**src/rtl/s2p_pkg.sv**
```systemverilog
package s2p_pkg;
  // Strobes passed from the control side to the datapath.
  typedef struct packed {
    logic shiftPulse;  // one-cycle shift request
    logic storePulse;  // one-cycle commit request
    logic shiftBit;    // serial bit aligned with shiftPulse
  } strobes_t;
endpackage

```
**src/rtl/s2p_control.sv**
```systemverilog
module s2p_control
  import s2p_pkg::*;
#(
  parameter int SYNC_STAGES = 2
) (
  input  logic     clk,
  input  logic     rstN,
  input  logic     serialIn,
  input  logic     shiftClkIn,
  input  logic     storeClkIn,
  output strobes_t strobes
);
  localparam int NUM_CLKS = 2;
  localparam int TOP = SYNC_STAGES - 1;

  logic [NUM_CLKS-1:0] rawClk;
  logic [NUM_CLKS-1:0] edgePulse;
  logic [TOP:0]        dataDelay;

  assign rawClk = {storeClkIn, shiftClkIn};

  // One synchroniser and rising-edge detector per clock input.
  for (genvar c = 0; c < NUM_CLKS; c++) begin : g_sync
    logic [TOP:0] chain;
    logic         prevLevel;
    always_ff @(posedge clk or negedge rstN) begin
      if (!rstN) begin
        chain     <= '0;
        prevLevel <= 1'b0;
      end else begin
        chain     <= {chain[TOP-1:0], rawClk[c]};
        prevLevel <= chain[TOP];
      end
    end
    assign edgePulse[c] = chain[TOP] & ~prevLevel;
  end

  // The data bit is delayed by the same depth, so it is sampled at the external edge.
  always_ff @(posedge clk or negedge rstN) begin
    if (!rstN) dataDelay <= '0;
    else       dataDelay <= {dataDelay[TOP-1:0], serialIn};
  end

  always_comb begin
    strobes.shiftPulse = edgePulse[0];
    strobes.storePulse = edgePulse[1];
    strobes.shiftBit   = dataDelay[TOP];
  end
endmodule

```
**src/rtl/s2p_datapath.sv**
```systemverilog
module s2p_datapath
  import s2p_pkg::*;
#(
  parameter int WIDTH = 8
) (
  input  logic             clk,
  input  logic             rstN,
  input  logic             clearN,
  input  logic             outEnN,
  input  strobes_t         strobes,
  output logic [WIDTH-1:0] shiftQ,
  output logic [WIDTH-1:0] storeQ,
  output logic [WIDTH-1:0] parOut,
  output logic [WIDTH-1:0] parDriveEn,
  output logic             cascadeOut
);
  localparam int LAST = WIDTH - 1;

  logic shiftRstN;
  assign shiftRstN = rstN & clearN;

  // Shift stages: cleared by the system reset or by the clear.
  always_ff @(posedge clk or negedge shiftRstN) begin
    if (!shiftRstN)              shiftQ <= '0;
    else if (strobes.shiftPulse) shiftQ <= {shiftQ[LAST-1:0], strobes.shiftBit};
  end

  // Storage: the nonblocking read gives the pre-shift contents when both strobes coincide.
  always_ff @(posedge clk or negedge rstN) begin
    if (!rstN)                   storeQ <= '0;
    else if (strobes.storePulse) storeQ <= shiftQ;
  end

  assign cascadeOut = shiftQ[LAST];

  for (genvar i = 0; i < WIDTH; i++) begin : g_out
    assign parDriveEn[i] = ~outEnN;
    assign parOut[i]     = parDriveEn[i] & storeQ[i];
  end
endmodule

```
**src/rtl/serial_latch_shifter.sv**
```systemverilog
module serial_latch_shifter
  import s2p_pkg::*;
#(
  parameter int WIDTH       = 8,
  parameter int SYNC_STAGES = 2
) (
  input  logic             clk,
  input  logic             rstN,
  input  logic             serialIn,
  input  logic             shiftClkIn,
  input  logic             storeClkIn,
  input  logic             clearN,
  input  logic             outEnN,
  output logic [WIDTH-1:0] parOut,
  output logic [WIDTH-1:0] parDriveEn,
  output logic             cascadeOut
);
  strobes_t         strobes;
  logic [WIDTH-1:0] shiftQ;
  logic [WIDTH-1:0] storeQ;

  s2p_control #(.SYNC_STAGES(SYNC_STAGES)) u_ctl (
    .clk(clk), .rstN(rstN), .serialIn(serialIn),
    .shiftClkIn(shiftClkIn), .storeClkIn(storeClkIn), .strobes(strobes)
  );

  s2p_datapath #(.WIDTH(WIDTH)) u_dp (
    .clk(clk), .rstN(rstN), .clearN(clearN), .outEnN(outEnN), .strobes(strobes),
    .shiftQ(shiftQ), .storeQ(storeQ), .parOut(parOut), .parDriveEn(parDriveEn),
    .cascadeOut(cascadeOut)
  );
endmodule

```
**config.mk**
```make
export PLATFORM = sky130hd
export DESIGN_NAME = serial_latch_shifter
export DESIGN_NICKNAME = d
export VERILOG_FILES = /design/src/rtl/s2p_pkg.sv /design/src/rtl/s2p_control.sv /design/src/rtl/s2p_datapath.sv /design/src/rtl/serial_latch_shifter.sv
export SDC_FILE = /design/constraint.sdc
export NUM_CORES = 1
export LEC_CHECK = 0
export CELL_PAD_IN_SITES_DETAIL_PLACEMENT = 0
export CELL_PAD_IN_SITES_GLOBAL_PLACEMENT = 1
export CORE_MARGIN = 2
export CORE_UTILIZATION = 42
export CTS_CLUSTER_SIZE = 12
export DETAILED_ROUTE_END_ITERATION = 8
export PLACE_DENSITY_LB_ADDON = 0.1
export SETUP_SLACK_MARGIN = 0.4
export SYNTH_ARGS = -nofsm -noshare
export SYNTH_HDL_FRONTEND = slang
export SYNTH_SLANG_ARGS = --single-unit
```
**constraint.sdc**
```tcl
create_clock -name clk -period 2.6 [get_ports clk]
set_input_delay 0.26 -clock clk [delete_from_list [all_inputs] [get_ports clk]]
set_output_delay 0.26 -clock clk [all_outputs]
set_load 0.01 [all_outputs]
```
==> key figures <==
Floorplanning
  – Area of the core: 2233 µm²
  – Rows: 17
  – Die Wd: 52.88 µm
  – Chip Height: 52.88 µm
  – Starting density of the core: 44.93%
  – Ports: 24
  – Floorplan die area: 2796 µm²

STA
  – Setup TNS: 0 ns
  – Fin crit share: 73.19%
  – Worst slew pin tran: 0.3572 ns
  – Slew HR: 76.19%
  – WHS: 0.2502 ns
  – Hold Fails Final Rpt: 0
  – Final WS setup: 0.6970 ns
  – Clock Skew: 0.009480 ns
  – RSZ-0062 raised after global routing: no
  – Final Setup Violations: 0
  – Fin crit period: 1.903 ns
  – Final Max Slew Viols: 0
  – Peak Freq: 525.5 MHz

Pwr
  – Worst vdd ir: 544.1 µV
  – Power density over the cells: 912.0 nW/µm²
  – Final Power: 1.143 mW
  – P_leak: 0.5692 nW

Logic synthesis
  – Synth Area in Simple Gates: 8.354%
  – Netlist cell types: 8
  – Synthesized cell area: 1003 µm²
  – Cell taking the most area after synthesis: dfrtp_1
  – Post-synth top cells: 24 x dfrtp_1, 16 x mux2_4, 8 x nor2b_1
  – Yosys reg bits: 24
  – Synth async-reset ratio: 100.0%
  – Synth Warn #: 0
  – Syn avg cell area: 16.45 µm²
  – Mux share of post-synthesis cell area: 23.94%
  – Top cells by area, synth: dfrtp_1 60%, mux2_4 24%, buf_4 5.2%
  – EDFF count, synth: 0
  – Mapped Cells: 61
  – Mapped Nets: 68
  – Main synth FF type: dfrtp_1
  – Sequential-to-total area share from yosys stat: 59.85%
  – Count leader, synth: dfrtp_1
  – Synth Area in Adders: 0%
  – Complex-gate fraction of the synthesized area: 0%
  – Largest family of logic cells by synthesized area: multiplexers
  – Xor/xnor share of the synthesized area: 0%
  – Synth top area share: 59.85%

Place
  – RD Place Congestion: 0.6975
  – Port Buffers: 23
  – DPL Wire Length: 1017 µm
  – Worst slack, placed: 0.6779 ns
  – Placed instance area: 1201 µm²
  – Dpl cells: 104

Cells and area
  – Nets: 88
  – Core Util, Final: 56.13%
  – Final non-filler cell area: 1254 µm²
  – Antenna fix cells: 0
  – Final std cells w/o fill: 108
  – Share of post-route cells with drive strength above 1: 28.75%
  – Area growth from synthesis to final layout: 24.94%

Detailed routing
  – Number of DRC markers in iteration 0: 3
  – Total wire length: 1372 µm
  – Post-route ant nets: 0
  – Total number of vias: 493
  – Wire length per cell: 12.70 µm
  – Vias/cell: 4.565
  – Drc violations: 0
  – DRT Pass-1 Iters: 3

CTS
  – Sink Count: 24
  – H-tree Lvls: 1
  – Hold-fix buffer count after cts: 0
  – Clk buf depth: 2
  – Total CTS buffers: 3
  – Worst-path clk slew: 0.13 ns
  – Post-CTS setup buffer count: 0
  – Post-CTS Resized: 0
  – Root Driver: clkbuf_4
  – CTS tree: done
  – Worst-Skew Late Latency: 0.30 ns

Setup path
  – Slowest CP cell: clkdlybuf4s50_1
  – Critical path startpoint category: primary input
  – Crit path cell chain: clkdlybuf4s50_1 > inv_1 > clkdlybuf4s50_1
  – Worst Path Max Fanout: 9
  – Path type of the worst setup path: primary input to primary output
  – CP bufs+invs: 3
  – Critical path capture point type: primary output
  – CP required: 2.34 ns
  – Crit-path max cell delay: 0.57 ns
  – CP top delay family: buffers and inverters
  – Cell mode on critical path: clkdlybuf4s50_1
  – CP Data Arrival Time: 1.64 ns

Global route
  – Vias in the first global route: 508
  – Largest net degree at the start of global routing: 18
  – First-pass GRT wire length: 2332 µm
  – Total global routing overflow: 0
  – Initial antenna violation count: 0
  – Gr usage total: 12.21%

Status
  – Outcome: finished, final reports clean

Min path
  – Worst min path class: primary input to asynchronous set/reset pin

Job
  – Max_cap viols: 0
where the power goes:
group | internal (mW) | leakage [nW] | switching, mW
Clock | 0.156 | 0.0279 | 0.103
Sequential | 0.481 | 0.290 | 0.0739
Combinational | 0.241 | 0.252 | 0.0880
cell usage in the layout (no fill, tap or decap), drive strengths merged:
cell           count
bufinv             1
buf                1
and2               1
dfrtp             24
nor2b             10
clkbuf             3
mux2              16
inv                1
clkdlybuf4s50     23
layout make-up:
| class | count | area [µm²] |
|---|---|---|
| multi-input combinational | 27 | 324.1 |
| tap | 28 | 35.03 |
| fill | 193 | 979.7 |
| clock inverter | 1 | 30.03 |
| sequential | 24 | 600.6 |
| timing repair buffer | 24 | 237.7 |
| clock buffer | 3 | 22.52 |
| inverter | 1 | 3.754 |
final timing paths:
kind / start / end / slack (ns) / cells past startpoint
worst max-delay path: outEnN / parDriveEn[2] / 0.70 / 3
worst min-delay path: rstN / u_ctl.dataDelay[0]$_DFF_PN0_ / 0.25 / 2
worst max register to register: u_ctl.g_sync[0].prevLevel$_DFF_PN0_ / u_dp.shiftQ[4]$_DFFE_PN0P_ / 1.42 / 2
worst min register to register: u_ctl.g_sync[1].chain[0]$_DFF_PN0_ / u_ctl.g_sync[1].chain[1]$_DFF_PN0_ / 0.37 / 0
max in group asynchronous: rstN / u_dp.shiftQ[5]$_DFFE_PN0P_ / 1.75 / 3
min in group clk: u_ctl.g_sync[1].chain[0]$_DFF_PN0_ / u_ctl.g_sync[1].chain[1]$_DFF_PN0_ / 0.37 / 0
registers in the layout, summed over array words and instances, names as in the netlist:
name,count
u_ctl.g_sync.chain,4
u_dp.storeQ,8
u_ctl.dataDelay,2
u_ctl.g_sync.prevLevel,2
u_dp.shiftQ,8
per-layer routing:
layer	share of wire, %	GRT usage, %
met3	6.0	2.542
met1	47	14.93
met4	1.2	7.692
met2	46	19.58
met5	0	0
logic make-up (layout without fill, tap and decap cells):
group,after synthesis,count (layout)
buffers and inverters,10,29
flip-flops,24,24
multiplexers,16,16
AND/OR/NAND/NOR,11,11
No activity file was read; power rests on OpenSTA's default activity.
